===== src/rtl/resp_ring_pkg.sv =====
package resp_ring_pkg;

  // register word offsets
  localparam logic [2:0] REG_BASE_LO = 3'd0;
  localparam logic [2:0] REG_BASE_HI = 3'd1;
  localparam logic [2:0] REG_PTR     = 3'd2;
  localparam logic [2:0] REG_THR     = 3'd3;
  localparam logic [2:0] REG_CTRL    = 3'd4;
  localparam logic [2:0] REG_STAT    = 3'd5;

  // bit position of the write-1 pointer clear in the pointer register
  localparam int PTR_CLR_BIT = 15;

  typedef enum logic [1:0] {
    ST_IDLE  = 2'd0,
    ST_WR_LO = 2'd1,
    ST_WR_HI = 2'd2
  } ringState_t;

  // strobes from control to datapath
  typedef struct packed {
    logic capture;  // latch the accepted response word
    logic selHi;    // second half of the entry is on the bus
    logic commit;   // both halves acknowledged: advance pointer and count
  } ringStrobe_t;

endpackage


===== src/rtl/resp_ring_ctl.sv =====
module resp_ring_ctl
  import resp_ring_pkg::*;
(
  input  logic        clk,
  input  logic        rstN,
  input  logic        runEn,
  input  logic        rspValid,
  input  logic        memReqAck,
  output logic        rspReady,
  output logic        memReqValid,
  output ringStrobe_t strobe
);

  ringState_t state, stateNext;

  always_ff @(posedge clk) begin
    if (!rstN) state <= ST_IDLE;
    else       state <= stateNext;
  end

  always_comb begin
    stateNext      = state;
    rspReady       = 1'b0;
    memReqValid    = 1'b0;
    strobe         = '0;
    unique case (state)
      ST_IDLE: begin
        rspReady = runEn;
        if (runEn && rspValid) begin
          strobe.capture = 1'b1;
          stateNext      = ST_WR_LO;
        end
      end
      ST_WR_LO: begin
        memReqValid = 1'b1;
        if (memReqAck) stateNext = ST_WR_HI;
      end
      ST_WR_HI: begin
        memReqValid  = 1'b1;
        strobe.selHi = 1'b1;
        if (memReqAck) begin
          strobe.commit = 1'b1;
          stateNext     = ST_IDLE;
        end
      end
      default: stateNext = ST_IDLE;
    endcase
  end

endmodule


===== src/rtl/resp_ring_dp.sv =====
module resp_ring_dp
  import resp_ring_pkg::*;
#(
  parameter int WORD_W = 32,
  parameter int PTR_W  = 8
) (
  input  logic                clk,
  input  logic                rstN,
  input  logic                regWrEn,
  input  logic [2:0]          regAddr,
  input  logic [WORD_W-1:0]   regWrData,
  output logic [WORD_W-1:0]   regRdData,
  input  logic [2*WORD_W-1:0] rspData,
  input  ringStrobe_t         strobe,
  output logic [2*WORD_W-1:0] memReqAddr,
  output logic [WORD_W-1:0]   memReqData,
  output logic                runEn,
  output logic [PTR_W-1:0]    wrPtr,
  output logic                irqStat
);

  localparam int ADDR_W      = 2 * WORD_W;
  localparam int WORD_BYTES  = WORD_W / 8;
  localparam int ENTRY_SHIFT = $clog2(2 * WORD_BYTES);
  localparam int CNT_W       = PTR_W + 1;

  logic [WORD_W-1:0]   baseLo, baseHi;
  logic [PTR_W-1:0]    thrCode;
  logic [CNT_W-1:0]    rspCnt, cntNext, thrLimit;
  logic [2*WORD_W-1:0] rspBuf;
  logic [PTR_W-1:0]    nextIdx;
  logic                wrBaseLo, wrBaseHi, wrPtrReg, wrThr, wrCtrl, wrStat;
  logic                ptrClr, irqClr, hitThr;

  assign wrBaseLo = regWrEn && (regAddr == REG_BASE_LO);
  assign wrBaseHi = regWrEn && (regAddr == REG_BASE_HI);
  assign wrPtrReg = regWrEn && (regAddr == REG_PTR);
  assign wrThr    = regWrEn && (regAddr == REG_THR);
  assign wrCtrl   = regWrEn && (regAddr == REG_CTRL);
  assign wrStat   = regWrEn && (regAddr == REG_STAT);

  assign ptrClr = wrPtrReg && regWrData[PTR_CLR_BIT];
  assign irqClr = wrStat && regWrData[0];

  assign nextIdx  = wrPtr + 1'b1;
  assign cntNext  = rspCnt + 1'b1;
  assign thrLimit = (thrCode == '0) ? (CNT_W'(1) << PTR_W) : {1'b0, thrCode};
  assign hitThr   = strobe.commit && !ptrClr && (cntNext == thrLimit);

  // software-owned configuration
  always_ff @(posedge clk) begin
    if (!rstN) begin
      baseLo  <= '0;
      baseHi  <= '0;
      thrCode <= '0;
      runEn   <= 1'b0;
    end else begin
      if (wrBaseLo) baseLo <= regWrData;
      if (wrBaseHi) baseHi <= regWrData;
      if (wrThr && !runEn) thrCode <= regWrData[PTR_W-1:0];
      if (wrCtrl) runEn <= regWrData[0];
    end
  end

  // response capture
  always_ff @(posedge clk) begin
    if (!rstN)               rspBuf <= '0;
    else if (strobe.capture) rspBuf <= rspData;
  end

  // pointer and response counter; a pointer clear wins over a commit
  always_ff @(posedge clk) begin
    if (!rstN) begin
      wrPtr  <= '0;
      rspCnt <= '0;
    end else if (ptrClr) begin
      wrPtr  <= '0;
      rspCnt <= '0;
    end else if (strobe.commit) begin
      wrPtr  <= nextIdx;
      rspCnt <= hitThr ? '0 : cntNext;
    end
  end

  // sticky status: a new event wins over a same-cycle clear
  always_ff @(posedge clk) begin
    if (!rstN)       irqStat <= 1'b0;
    else if (hitThr) irqStat <= 1'b1;
    else if (irqClr) irqStat <= 1'b0;
  end

  // entry address for the pending write
  always_comb begin
    memReqAddr = {baseHi, baseLo}
               + (ADDR_W'(nextIdx) << ENTRY_SHIFT)
               + (strobe.selHi ? ADDR_W'(WORD_BYTES) : ADDR_W'(0));
    memReqData = strobe.selHi ? rspBuf[2*WORD_W-1:WORD_W] : rspBuf[WORD_W-1:0];
  end

  // register read mux
  always_comb begin
    regRdData = '0;
    unique case (regAddr)
      REG_BASE_LO: regRdData = baseLo;
      REG_BASE_HI: regRdData = baseHi;
      REG_PTR:     regRdData = WORD_W'(wrPtr);
      REG_THR:     regRdData = WORD_W'(thrCode);
      REG_CTRL:    regRdData = WORD_W'(runEn);
      REG_STAT:    regRdData = WORD_W'(irqStat);
      default:     regRdData = '0;
    endcase
  end

endmodule


===== src/rtl/resp_ring_ctrl.sv =====
module resp_ring_ctrl
  import resp_ring_pkg::*;
#(
  parameter int WORD_W = 32,
  parameter int PTR_W  = 8
) (
  input  logic                clk,
  input  logic                rstN,
  input  logic                regWrEn,
  input  logic [2:0]          regAddr,
  input  logic [WORD_W-1:0]   regWrData,
  output logic [WORD_W-1:0]   regRdData,
  input  logic                rspValid,
  input  logic [2*WORD_W-1:0] rspData,
  output logic                rspReady,
  output logic                memReqValid,
  output logic [2*WORD_W-1:0] memReqAddr,
  output logic [WORD_W-1:0]   memReqData,
  input  logic                memReqAck,
  output logic                irq
);

  ringStrobe_t      strobe;
  logic             runEn;
  logic [PTR_W-1:0] wrPtr;

  resp_ring_ctl ctl_i (
    .clk         (clk),
    .rstN        (rstN),
    .runEn       (runEn),
    .rspValid    (rspValid),
    .memReqAck   (memReqAck),
    .rspReady    (rspReady),
    .memReqValid (memReqValid),
    .strobe      (strobe)
  );

  resp_ring_dp #(.WORD_W(WORD_W), .PTR_W(PTR_W)) dp_i (
    .clk        (clk),
    .rstN       (rstN),
    .regWrEn    (regWrEn),
    .regAddr    (regAddr),
    .regWrData  (regWrData),
    .regRdData  (regRdData),
    .rspData    (rspData),
    .strobe     (strobe),
    .memReqAddr (memReqAddr),
    .memReqData (memReqData),
    .runEn      (runEn),
    .wrPtr      (wrPtr),
    .irqStat    (irq)
  );

endmodule


===== config.mk =====
export PLATFORM = sky130hd
export DESIGN_NAME = resp_ring_ctrl
export DESIGN_NICKNAME = d
export VERILOG_FILES = /design/src/rtl/resp_ring_pkg.sv /design/src/rtl/resp_ring_ctl.sv /design/src/rtl/resp_ring_dp.sv /design/src/rtl/resp_ring_ctrl.sv
export SDC_FILE = /design/constraint.sdc
export NUM_CORES = 1
export LEC_CHECK = 0
export CORE_ASPECT_RATIO = 0.8
export CORE_MARGIN = 2
export CORE_UTILIZATION = 53
export DETAILED_ROUTE_END_ITERATION = 12
export PLACE_DENSITY = 0.93
export SLEW_MARGIN = 20
export SYNTH_ARGS = -nofsm -noshare
export SYNTH_HDL_FRONTEND = slang
export SYNTH_SLANG_ARGS = --single-unit

===== constraint.sdc =====
create_clock -name clk -period 6 [get_ports clk]
set_clock_uncertainty 0.2 [all_clocks]
set_input_delay 1.5 -clock clk [delete_from_list [all_inputs] [get_ports clk]]
set_output_delay 1.5 -clock clk [all_outputs]
set_load 0.005 [all_outputs]

-- Word-level counts from Yosys, hierarchy flattened
Cells that the tools add are included.
- output and inout bits: 131
- register bits: 157
- input bits: 104
- logic and storage cells: 63
- multiplexer cells: 17
- equality and inequality tests: 11
- bitwise logic cells: 1
- add/sub/neg operators: 4
- reductions and logical operators: 21
- operators by type and width (kind ; count):
    one-hot mux 32 bit (6 select lines) ; 1
    adder 64 x 11 -> 64 bit ; 1
    adder 64 bit ; 1
    2-to-1 mux 32 bit ; 1
    2-to-1 mux 9 bit ; 2
    logical AND 1 bit ; 12
    adder 9 x 1 -> 9 bit (second input constant) ; 1
    equality test 9 bit ; 1
    adder 8 x 1 -> 8 bit (second input constant) ; 1
    zero test 8 bit ; 1
    2-to-1 mux 2 bit ; 4
    2-to-1 mux 1 bit ; 7
    equality test 3 x 2 -> 1 bit (second input constant) ; 2
    equality test 3 bit (second input constant) ; 2
    one-hot mux 2 bit (3 select lines) ; 1
    != test 2 bit (second input constant) ; 2
    OR reduction 2 bit ; 2
    equality test 3 x 1 -> 1 bit (second input constant) ; 1
    zero test 3 bit ; 1
    2-to-1 mux 3 bit ; 1
    AND reduction 3 bit ; 1
    equality test 2 x 1 -> 1 bit (second input constant) ; 1
    equality test 2 bit (second input constant) ; 1
    zero test 1 bit ; 2
    other kinds (4) ; 4

-- Depth between registers and ports, before layout
- depth after elaboration: 7
- gate-level depth with buffers: 13

-- By module
A second synthesis with hierarchy kept.
- cell total of the unflattened synthesis: 970
- area total of the unflattened synthesis: 8713.4 µm²
- by module, submodules not included (module ; area each (µm²) ; cells an instance ; seq. area each (µm²) ; instances):
    resp_ring_dp ; 8525.7 ; 949 ; 3103.0 ; 1
    resp_ring_ctl ; 187.7 ; 21 ; 40.0 ; 1

-- Worst setup path after synthesis
No wires, ideal clock.
- kind: in2out
- start: in regAddr[0]
- end: out regRdData[5]
- slack: 1453 ps
- required time: 4300 ps
- data arrival time: 2847 ps
- stages on the path: 4
- cell sequence: clkbuf_1 -> buf_1 -> mux4_2 -> nor2b_1
- word-level cells in the longest chain between the ends: 2
- elaborated cells on any way between the ends: 7
- classes of those cells: eq/ne (5); mux (1); reduce/logical (1)
- RTL lines (element ; line ; text):
    start, declared ; resp_ring_ctrl.sv:10 ; input logic [2:0] regAddr,
    equality test 3 bit (tied with other cells) ; resp_ring_dp.sv:103 ; unique case (regAddr)
    one-hot mux 32 bit (6 select lines) (*) ; resp_ring_dp.sv:103 ;
    end, declared ; resp_ring_ctrl.sv:12 ; output logic [WORD_W-1:0] regRdData,
Every way passes the cells marked *; elsewhere a longest branch is shown, timed or not.

-- Worst setup path after layout
- start: reg dp_i.baseHi[8]
- end: out memReqAddr[63]
- word-level cells in the longest chain between the ends: 2
- RTL lines (element ; line ; text):
    start, declared ; resp_ring_dp.sv:27 ; logic [WORD_W-1:0] baseLo, baseHi;
    start signal, assigned ; resp_ring_dp.sv:59 ; if (wrBaseHi) baseHi <= regWrData;
    adder 64 x 11 -> 64 bit ; resp_ring_dp.sv:95 ; + (ADDR_W'(nextIdx) << ENTRY_SHIFT)
    adder 64 bit ; resp_ring_dp.sv:96 ; + (strobe.selHi ? ADDR_W'(WORD_BYTES) : ADDR_W'(0));
    end, declared ; resp_ring_ctrl.sv:17 ; output logic [2*WORD_W-1:0] memReqAddr,
No other way between the ends.

==> run summary <==
Register area share after synthesis: 36.1%
Synth Flop Type: dfxtp_1
Total GRT Usage: 30.2%
Final setup fails: 0
Max Used Layer: met4
Via count: 8,664
Metal-1 WL: 10.6 mm
Final Hold Vio Count: 0
Leakage dissipation: 4.10 nW
Setup TNS: 0 ns
WL/cell: 17.7 um
Area growth from synthesis to layout: 35.7%
CTS Buf Count: 17
TritonCTS clock tree: done
Minimum clock period: 5.81 ns
# DRC: 0
Crit path buf inv count: 1
Gr ovfl total: 0
YS warnings: 0
Routed wl met3: 2.78 mm
Fin crit share: 96.9%
Routability cong.: 0.965
MaxCap Viol Count: 0
Final instance area: 11,800 sq um
Relative slew margins: 38.7%
Final wirelength: 26.7 mm
Largest net degree at the start of global routing: 112
Critical Path Source Type: flip-flop
Starting density of the core: 54.7%
CP delay by family, top: simple AND/OR/NAND/NOR gates
Clock Tree Buf Depth: 2
Cts-stage hold buffer count: 0
Commonest cells after routing, fill and taps aside: nand2_1 (306), clkdlybuf4s50_1 (233), dfxtp_1 (157)
Initial DRC Count: 768
Status: completed
Clock transition at path regs: 0.07 ns
Register area: 3140 sq um
First-pass GRT wire length: 42.4 mm
Mapped Nets: 1,199
Crit-path most repeated cell: nand4_1
CP arrival: 4.11 ns
Crit Path Class: reg2out
Measured slew at the worst slew-check pin: 0.920 ns
Ant. Diodes: 0
Area of the multi-input gates: 5250 sq um
Rows: 41
TritonRoute pass-1 iters: 6
Worst Path Max Fanout: 6
Mapped cell area: 8700 sq um
Final Max Slew Viols: 0
Post-synth ARST share: 0%
Io pins: 235
Clock Sinks: 157
H-tree Lvls: 4
Library cells used by synthesis: 58
Ordered cell list for the critical path: and4_1 > nand4_1 > nor4_1 > nand4_1 > nor4_1 > nand4_1 > xnor2_1 > clkdlybuf4s50_1
Worst Path Required: 4.30 ns
Final ANT Viol Nets: 0
EDFF count, synth: 0
FMAX: 172 MHz
Initial antenna violation count: 0
Metal2 WL: 12.3 mm
DP Area: 11,200 sq um
Drt via density: 5.75
Cell Pwr Density: 204 nW/um^2
Mapped Cells: 1,079
RSZ-0062 raised after global routing: false
Die area: 17,500 sq um
Largest stage delay, worst path: 0.72 ns
Yosys reg bits: 157
Core Footprint: 15,900 sq um
# port buffers: 234
Die extent in x: 147 um
Fillers: 1,128
Root buffer cell: clkbuf_16
Skew-Pair Late Insertion Delay: 0.43 ns
HPWL after DPL: 18.7 mm
Nets: 1,400
Hold Crit Class: reg2reg
Max stage delay cell, worst path: nor4_1
Number of global-route vias before repair: 8,245
Avg Inst Size Synth: 8.06 sq um
Worst vdd ir: 0.200 mV
Setup repair bufs after CTS: 0
Most common cell after layout, fill and taps aside: nand2_1
Layout cells sized above 1: 8.20%
Worst Setup End Kind: output pin
Die Ht: 119 um
[registers in the layout, summed over array words and instances (netlist names)]
register / count
dp_i.rspBuf: 64
dp_i.baseHi: 32
dp_i.baseLo: 32
dp_i.rspCnt: 9
dp_i.thrCode: 8
dp_i.wrPtr: 8
ctl_i.state: 2
dp_i.irqStat: 1
dp_i.runEn: 1
[routing by layer]
| layer | global-route usage (%) | vias to the layer above |
|---|---|---|
| li1 | - | 4069 |
| met3 | 9.34 | 85 |
| met2 | 48.3 | 472 |
| met4 | 14.2 | 0 |
| met5 | 0 | - |
| met1 | 37.2 | 4038 |
[worst paths after layout]
check                   from               to  slack, ns  cells past startpoint
min          dp_i.rspBuf[48]  dp_i.rspBuf[48]       0.26                      2
max           dp_i.baseHi[8]   memReqAddr[63]       0.19                      8
min reg2reg  dp_i.rspBuf[48]  dp_i.rspBuf[48]       0.26                      2
max reg2reg   ctl_i.state[0]   dp_i.rspCnt[8]       2.68                      9
[cells by family after synthesis]
group	count (synthesis)	synth area share, %
flops	157	36.1
fa+ha+maj	16	2.39
xor+xnor	78	7.86
buf+inv	86	3.88
compound gates	212	18.2
mux	50	7.24
simple gates	480	24.3
[synth_stat cells (3+ instances only)]
cell / number / area, sq um
nand2_1: 308 / 1160
dfxtp_1: 157 / 3140
a21boi_0: 129 / 968
clkbuf_1: 60 / 225
xnor2_1: 44 / 385
nor2_1: 39 / 146
xor2_1: 34 / 298
mux2_2: 33 / 372
nand3_1: 26 / 130
a22o_1: 24 / 210
nor2b_1: 22 / 138
nor3_1: 22 / 110
inv_1: 18 / 67.6
a21oi_1: 16 / 80.1
ha_1: 15 / 188
nand4_1: 11 / 68.8
and3_1: 10 / 62.6
mux2i_1: 10 / 100
nor4_1: 9 / 56.3
o21ai_0: 8 / 40.0
mux4_2: 7 / 158
nor3b_1: 6 / 45.0
a31oi_1: 5 / 31.3
buf_1: 5 / 18.8
a21o_1: 4 / 30.0
and2_1: 4 / 25.0
and4_1: 4 / 35.0
o21bai_1: 4 / 30.0
or2_2: 4 / 25.0
or4_1: 4 / 30.0
o21a_1: 3 / 22.5
or3_1: 3 / 18.8
[tightest hold or removal path: stages (launching register included)]
cell and delay (ns):
dfxtp_1 0.31, nand2_1 0.04, a21boi_0 0.06
[what timing repair did]
item                       4_1_cts  5_1_grt
setup endpoints to repair        0       16
resized for setup                0        4
hold endpoints to repair         0        0
[power breakdown]
| part | switching [W] | internal (W) | leakage, nW |
|---|---|---|---|
| combinational | 0.0000799 | 0.000118 | 2.54 |
| clock | 0.000497 | 0.000637 | 0.301 |
| sequential | 0.0000183 | 0.00106 | 1.27 |
[metrics by stage]
stage / std cells / hold WS, ns / utilization (%) / setup WS (ns) / total power, W
final: 1508 / 0.261 / 74.2 / 0.188 / 0.00241
after floorplan: 1079 / 0.240 / - / 1.45 / 0.00117
after global placement: 1475 / 0.248 / 70.2 / 0.614 / 0.00129
after detailed placement: 1475 / 0.256 / 70.2 / 0.553 / 0.00129
after global routing: 1508 / 0.287 / 74.2 / 0.00161 / 0.00247
after CTS: 1507 / 0.266 / 74.0 / 0.0760 / 0.00241
[area by class of cell]
class | instances | area share [%]
multi-input cells | 836 | 44.5
inverters | 18 | 0.573
clock inverters | 15 | 1.61
repair buffers | 250 | 20.8
clock buffers | 17 | 3.61
well taps | 215 | 2.28
flip-flops and latches | 157 | 26.6
Note: power is estimated with default switching activity, not from simulation.
